**src/rtl/fcb_pkg.sv**
```systemverilog
package fcb_pkg;

  localparam int INSN_W = 32;
  localparam int DISP_W = 10;
  localparam logic [5:0] FCB_OPCODE = 6'b000001;

  typedef enum logic [1:0] {
    SUB_CMP_S = 2'b00,
    SUB_CMP_U = 2'b01,
    SUB_CMP_I = 2'b10,
    SUB_BIT   = 2'b11
  } sub_e;

  // Laid out MSB first so the word maps straight onto the struct
  typedef struct packed {
    logic [5:0]        opc;
    sub_e              sub;
    logic              px;
    logic [1:0]        bix;
    logic [4:0]        ra_idx;
    logic [4:0]        rb_idx;
    logic [DISP_W-1:0] bd;
    logic              lk;
  } fields_t;

  typedef struct packed {
    logic lt;
    logic gt;
    logic eq;
    logic so;
  } cr_t;

endpackage

```
**src/rtl/fcb_decode.sv**
```systemverilog
module fcb_decode
  import fcb_pkg::*;
#(
  parameter logic [31:0] REG_MAP = 32'hF000_27FF
) (
  input  logic [INSN_W-1:0] insn_i,
  output fields_t           fields_o,
  output logic              illegal_o
);

  logic rb_is_reg;

  always_comb begin
    fields_o  = insn_i;
    rb_is_reg = (fields_o.sub == SUB_CMP_S) || (fields_o.sub == SUB_CMP_U) ||
                ((fields_o.sub == SUB_BIT) && fields_o.bix[0]);
    illegal_o = (fields_o.opc != FCB_OPCODE) ||
                !REG_MAP[fields_o.ra_idx] ||
                (rb_is_reg && !REG_MAP[fields_o.rb_idx]);
  end

endmodule

```
**src/rtl/fcb_cmp.sv**
```systemverilog
module fcb_cmp
  import fcb_pkg::*;
#(
  parameter int DW = 32
) (
  input  sub_e          sub_i,
  input  logic [1:0]    bix_i,
  input  logic [4:0]    imm_i,
  input  logic [DW-1:0] ra_i,
  input  logic [DW-1:0] rb_i,
  output logic [2:0]    flags_o,
  output logic          wb_o,
  output logic [DW-1:0] res_o,
  output logic [1:0]    sel_o
);

  logic [DW-1:0] opnd;
  logic          signed_cmp;
  logic          lt, gt, eq;

  always_comb begin
    opnd       = (sub_i == SUB_CMP_I) ? DW'(imm_i) : rb_i;
    signed_cmp = (sub_i != SUB_CMP_U);
    eq         = (ra_i == opnd);
    if (signed_cmp) begin
      lt = $signed(ra_i) < $signed(opnd);
      gt = $signed(ra_i) > $signed(opnd);
    end else begin
      lt = ra_i < opnd;
      gt = ra_i > opnd;
    end
    flags_o = {lt, gt, eq};
    wb_o    = (bix_i == 2'd3);
    res_o   = ra_i - opnd;
    sel_o   = wb_o ? 2'd2 : bix_i;
  end

endmodule

```
**src/rtl/fcb_bitop.sv**
```systemverilog
module fcb_bitop #(
  parameter int DW = 32,
  localparam int SH_W = $clog2(DW)
) (
  input  logic [1:0]      bix_i,
  input  logic [4:0]      imm_i,
  input  logic [SH_W-1:0] rbn_i,
  input  logic [DW-1:0]   ra_i,
  output logic [2:0]      flags_o,
  output logic            wb_o,
  output logic [DW-1:0]   res_o
);

  logic [SH_W-1:0] bitn;
  logic [DW-1:0]   mask;

  assign bitn = bix_i[0] ? rbn_i : SH_W'(imm_i);

  // Bit number n counts from the MSB: position DW-1-n carries the mask
  for (genvar i = 0; i < DW; i++) begin : g_mask
    assign mask[i] = (bitn == SH_W'(DW - 1 - i));
  end

  always_comb begin
    res_o   = bix_i[1] ? (ra_i & ~mask) : (ra_i & mask);
    wb_o    = bix_i[1];
    flags_o = {1'b0, (res_o != '0), (res_o == '0)};
  end

endmodule

```
**src/rtl/fcb_unit.sv**
```systemverilog
module fcb_unit
  import fcb_pkg::*;
#(
  parameter int          AW      = 32,
  parameter int          DW      = 32,
  parameter logic [31:0] REG_MAP = 32'hF000_27FF
) (
  input  logic              clk,
  input  logic              rst,
  input  logic              valid_i,
  input  logic [INSN_W-1:0] insn_i,
  input  logic [AW-1:0]     pc_i,
  input  logic [DW-1:0]     ra_val_i,
  input  logic [DW-1:0]     rb_val_i,
  input  logic              so_i,
  output logic              done_o,
  output logic              taken_o,
  output logic [AW-1:0]     target_o,
  output logic [AW-1:0]     next_pc_o,
  output logic [3:0]        cr0_o,
  output logic              lr_we_o,
  output logic [AW-1:0]     lr_val_o,
  output logic              ra_we_o,
  output logic [DW-1:0]     ra_val_o,
  output logic              illegal_o
);

  localparam int SH_W   = $clog2(DW);
  localparam int EXT_W  = AW - DISP_W - 2;

  fields_t       f;
  logic          bad;
  logic [2:0]    cmp_flags, bit_flags;
  logic          cmp_wb, bit_wb;
  logic [DW-1:0] cmp_res, bit_res;
  logic [1:0]    cmp_sel;

  fcb_decode #(.REG_MAP(REG_MAP)) u_dec (
    .insn_i    (insn_i),
    .fields_o  (f),
    .illegal_o (bad)
  );

  fcb_cmp #(.DW(DW)) u_cmp (
    .sub_i   (f.sub),
    .bix_i   (f.bix),
    .imm_i   (f.rb_idx),
    .ra_i    (ra_val_i),
    .rb_i    (rb_val_i),
    .flags_o (cmp_flags),
    .wb_o    (cmp_wb),
    .res_o   (cmp_res),
    .sel_o   (cmp_sel)
  );

  fcb_bitop #(.DW(DW)) u_bit (
    .bix_i   (f.bix),
    .imm_i   (f.rb_idx),
    .rbn_i   (rb_val_i[SH_W-1:0]),
    .ra_i    (ra_val_i),
    .flags_o (bit_flags),
    .wb_o    (bit_wb),
    .res_o   (bit_res)
  );

  logic          is_bit;
  cr_t           cr_d;
  logic [1:0]    sel, pick;
  logic          taken_d, wb_d;
  logic [DW-1:0] res_d;
  logic [AW-1:0] target_d, next_d;

  always_comb begin
    is_bit   = (f.sub == SUB_BIT);
    cr_d     = {(is_bit ? bit_flags : cmp_flags), so_i};
    sel      = is_bit ? 2'd2 : cmp_sel;
    pick     = 2'd3 - sel;
    taken_d  = !bad && (cr_d[pick] == f.px);
    wb_d     = !bad && (is_bit ? bit_wb : cmp_wb);
    res_d    = is_bit ? bit_res : cmp_res;
    next_d   = pc_i + AW'(4);
    target_d = pc_i + {{EXT_W{f.bd[DISP_W-1]}}, f.bd, 2'b00};
  end

  always_ff @(posedge clk) begin
    if (rst) begin
      done_o    <= 1'b0;
      taken_o   <= 1'b0;
      lr_we_o   <= 1'b0;
      ra_we_o   <= 1'b0;
      illegal_o <= 1'b0;
      target_o  <= '0;
      next_pc_o <= '0;
      lr_val_o  <= '0;
      ra_val_o  <= '0;
      cr0_o     <= '0;
    end else begin
      done_o    <= valid_i;
      taken_o   <= valid_i && taken_d;
      lr_we_o   <= valid_i && !bad && f.lk;
      ra_we_o   <= valid_i && wb_d;
      illegal_o <= valid_i && bad;
      if (valid_i) begin
        target_o  <= target_d;
        next_pc_o <= next_d;
        lr_val_o  <= next_d;
        ra_val_o  <= res_d;
        cr0_o     <= cr_d;
      end
    end
  end

endmodule

```
**config.mk**
```make
export PLATFORM = sky130hd
export DESIGN_NAME = fcb_unit
export DESIGN_NICKNAME = d
export VERILOG_FILES = /design/src/rtl/fcb_pkg.sv /design/src/rtl/fcb_decode.sv /design/src/rtl/fcb_cmp.sv /design/src/rtl/fcb_bitop.sv /design/src/rtl/fcb_unit.sv
export SDC_FILE = /design/constraint.sdc
export NUM_CORES = 1
export LEC_CHECK = 0
export ABC_CLOCK_PERIOD_IN_PS = 5100
export BUFFER_PORTS_ARGS = -buffer_cell sky130_fd_sc_hd__buf_2
export CORE_MARGIN = 1
export CORE_UTILIZATION = 50
export CTS_BUF_LIST = sky130_fd_sc_hd__clkbuf_8
export CTS_CLUSTER_SIZE = 10
export DETAILED_ROUTE_END_ITERATION = 10
export PLACE_DENSITY = 0.77
export SYNTH_ARGS = -nofsm -noshare
export SYNTH_HDL_FRONTEND = slang
export SYNTH_SLANG_ARGS = --single-unit
export TNS_END_PERCENT = 10
```
**constraint.sdc**
```tcl
create_clock -name clk -period 5.1 [get_ports clk]
set_input_delay 0.51 -clock clk [delete_from_list [all_inputs] [get_ports clk]]
set_output_delay 0.51 -clock clk [all_outputs]
set_load 0.1 [all_outputs]
```
==> results.sh <==
export IMPL_unrepaired_setup_endpoints_after_global_routing="no"
export IMPL_p_r_area_growth_vs_syn_pct=15.88
export IMPL_core_area_mm2=0.01736
export IMPL_timing_critical_path_required_ps=5380
export IMPL_worstSetupEndpointType="flip-flop"
export IMPL_globalRoute_busiestLayer="met2"
export IMPL_reg2reg_to="ra_val_o[27]$_SDFFE_PP0P_"
export IMPL_postCtsHoldBufs=0
export IMPL_synth_lib_cells_used_distinct=76
export IMPL_tritoncts="done"
export IMPL_grt_pass1_wl_um=43190
export IMPL_floorplan_die_area_mm2=0.01839
export IMPL_global_route_overflow_total=0
export IMPL_setup_worst_path_end="ra_val_o[30]$_SDFFE_PP0P_"
export IMPL_final_common_cell="sky130_fd_sc_hd__buf_2"
export IMPL_totalNegativeSetupSlack_ps=0
export IMPL_clk_insertion_delay_late_ps=390
export IMPL_maximum_number_of_pins_on_one_net_before_global_route_repair=60
export IMPL_die_width_um=135.6
export IMPL_multiInputGateArea_mm2=0.006250
export IMPL_regToRegStartpoint="ra_val_o[27]$_SDFFE_PP0P_"
export IMPL_number_of_remaining_drc_errors=0
export IMPL_cap_viol_max_count=0
export IMPL_setup_viol_count_final=0
export IMPL_initial_antenna_violation_count=0
export IMPL_final_nets=1567
export IMPL_register_area_mm2=0.002062
export IMPL_final_layout_size_suffix_gt1_share_pct=22.53
export IMPL_drt_pass1_iter_count=6
export IMPL_post_synthesis_cell_type_with_the_largest_combined_area="sky130_fd_sc_hd__dfxtp_1"
export IMPL_achievable_frequency_ghz=0.2530
export IMPL_cell_area_after_synthesis_mm2=0.008926
export IMPL_layout_worst_path_cycle_share_pct=77.50
export IMPL_finalHoldViolations=0
export IMPL_ctsLongestPathBuffers=2
export IMPL_postSynth_asyncResetShare_pct=0
export IMPL_synth_edff_count=0
export IMPL_area_share_of_the_largest_cell_type_after_synthesis_pct=23.10
export IMPL_clkSinkCount=103
export IMPL_hold_class="in2reg"
export IMPL_relSlewSlack_pct=36.16
export IMPL_drt_total_wl_um=28040
export IMPL_critPathArrivalTime_ps=4240
export IMPL_detailedRoute_firstIterationViolations=814
export IMPL_via_count=9308
export IMPL_postCtsSetupBuffers=0
export IMPL_grtUsageMet2_pct=48.87
export IMPL_grt_total_usage_pct=29.97
export IMPL_floorplan_io_pins=269
export IMPL_syn_num_nets=1373
export IMPL_worst_clock_skew_ps=0
export IMPL_post_synth_cell_area_avg_um2=7.584
export IMPL_layout_cells_most_common_list="267 x sky130_fd_sc_hd__buf_2, 137 x sky130_fd_sc_hd__nor2_1, 123 x sky130_fd_sc_hd__nand2_1"
export IMPL_gr_usage_met3_pct=4.602
export IMPL_cts_buffers=9
export IMPL_post_drt_via_cell_ratio=5.810
export IMPL_floorplan_die_height_um=135.6
export IMPL_r2r_slack_ps=4250
export IMPL_worst_r2r_path_depth=3
export IMPL_grt_use_met1_pct=40.95
export IMPL_power_density_cells_mw_per_mm2=297.3
export IMPL_fin_max_slew_vios=0
export IMPL_postSynthRegisterBits=103
export IMPL_yosys_warnings=0
export IMPL_p_leak_uw=0.004762
export IMPL_synth_seq_area_share_pct=23.10
export IMPL_ir_drop_worst_case_vdd_v=0.0001951
export IMPL_tightest_slew_ps=933.5
export IMPL_crit_path_start="insn_i[24]"
export IMPL_mean_routed_wirelength_per_cell_um=17.50
export IMPL_cts_resized=0
export IMPL_clk_pin_slew_ps=130
export IMPL_power_uw=3075
export IMPL_start_util_pct=51.43
export IMPL_antenna_violating_nets_post_route=0
export IMPL_gp_congestion=0.9818
export IMPL_dp_final_hpwl_um=21990
export IMPL_netlist_instances=1177
export IMPL_path_max_fanout=10
export IMPL_number_of_filler_instances_in_the_final_layout=1673
export IMPL_synth_area_leaders="sky130_fd_sc_hd__dfxtp_1 23%, sky130_fd_sc_hd__ha_1 8.7%, sky130_fd_sc_hd__xnor2_1 6.1%"
export IMPL_outcome="complete, no violations"
export IMPL_post_route_min_period_ps=3952
export IMPL_htree_levels=3
export IMPL_vias_in_the_first_global_route=8305
export IMPL_critical_path_class="in2reg"
export IMPL_port_buffers=268
export IMPL_dominantRegCellSynth="sky130_fd_sc_hd__dfxtp_1"
export IMPL_floorplan_rows=48
export IMPL_setup_worst_path_start_class="input port"
export IMPL_cts_root_buffer_cell="sky130_fd_sc_hd__clkbuf_8"
==> kinds of logic (layout without fill, tap and decap cells) <==
kind of cell	Yosys count	after routing	synth area share [%]
AOI/OAI and AO/OA	323	323	24.82
xor gates and xnor gates	98	98	9.616
adders and majority gates	64	64	9.139
buffers and inverters	127	326	6.882
DFF	103	103	23.10
muxes	28	28	3.210
other	0	1	0
and+or+nand+nor	434	434	23.23
==> report_power, final <==
part           switching, µW  internal (µW)  leakage [µW]
sequential              39.4            876      0.000854
clock                    333            250      0.000113
combinational           1180            400       0.00380
total                   1550           1530       0.00476
==> state kept, by name, summed over array words and instances (netlist names) <==
| register | flops |
|---|---|
| lr_we_o | 1 |
| illegal_o | 1 |
| taken_o | 1 |
| ra_val_o | 32 |
| cr0_o | 4 |
| ra_we_o | 1 |
| target_o | 32 |
| done_o | 1 |
| lr_val_o | 30 |
==> how the worst min path moves through the flow <==
stage,from,endpoint,cells past startpoint
after floorplan,pc_i[2],lr_val_o[2]$_SDFFE_PP0P_,1
after CTS,insn_i[0],lr_we_o$_SDFF_PP0_,2
final,insn_i[0],lr_we_o$_SDFF_PP0_,2
after detailed placement,target_o[30]$_SDFFE_PP0P_,target_o[30]$_SDFFE_PP0P_,2
after global routing,insn_i[0],lr_we_o$_SDFF_PP0_,2
after global placement,target_o[21]$_SDFFE_PP0P_,target_o[21]$_SDFFE_PP0P_,2
==> synthesized netlist by cell type, drive strengths merged, types with 25 or more instances <==
cell      n
nand3    34
a21oi    75
dfxtp   103
xnor2    62
nand2   123
clkbuf   51
xor2     36
nor2    137
buf      42
o21ai    44
a21o     25
ha       62
inv      34
a211oi   55
==> final cells by class <==
class                      count  area share (%)
multi-input combinational    947           60.42
timing repair buffer         276           13.57
clock buffer                  10           1.331
clock inverter                 6          0.7621
sequential                   103           19.93
antenna                        1         0.02419
tap                          225           2.722
inverter                      34           1.234
==> worst max-delay path, cell delays in order <==
cell	delay [ps]
sky130_fd_sc_hd__buf_2	120
sky130_fd_sc_hd__nand2b_1	100
sky130_fd_sc_hd__buf_4	160
sky130_fd_sc_hd__mux2_2	350
sky130_fd_sc_hd__ha_1	210
sky130_fd_sc_hd__fa_1	390
sky130_fd_sc_hd__nor2b_1	160
sky130_fd_sc_hd__nor2_1	70
sky130_fd_sc_hd__o21ai_0	260
sky130_fd_sc_hd__a31oi_1	240
sky130_fd_sc_hd__o21bai_1	450
sky130_fd_sc_hd__a21o_1	300
sky130_fd_sc_hd__a31o_2	240
sky130_fd_sc_hd__mux2_2	350
sky130_fd_sc_hd__a221oi_1	260
sky130_fd_sc_hd__nor3_1	80
==> per-layer routing <==
metal / vias up / routed length, µm
met4: 0 / 509
met2: 367 / 12780
met1: 4291 / 12820
met5: - / 0
li1: 4619 / -
met3: 31 / 1926
==> per-stage QoR <==
step           std cells  cell area, µm²  setup WS (ps)  util, %  hold slack [ps]
2_1_floorplan       1177            8926           1336        -            609.4
3_3_place_gp        1585           10120          899.2    58.33            433.7
3_5_place_dp        1585           10120          802.3    58.33            438.7
4_1_cts             1601           10340           1226    59.58            307.8
5_1_grt             1601           10340          989.4    59.58            322.0
6_report            1602           10340           1148    59.59            321.3
(Power assumes the default switching activity.)
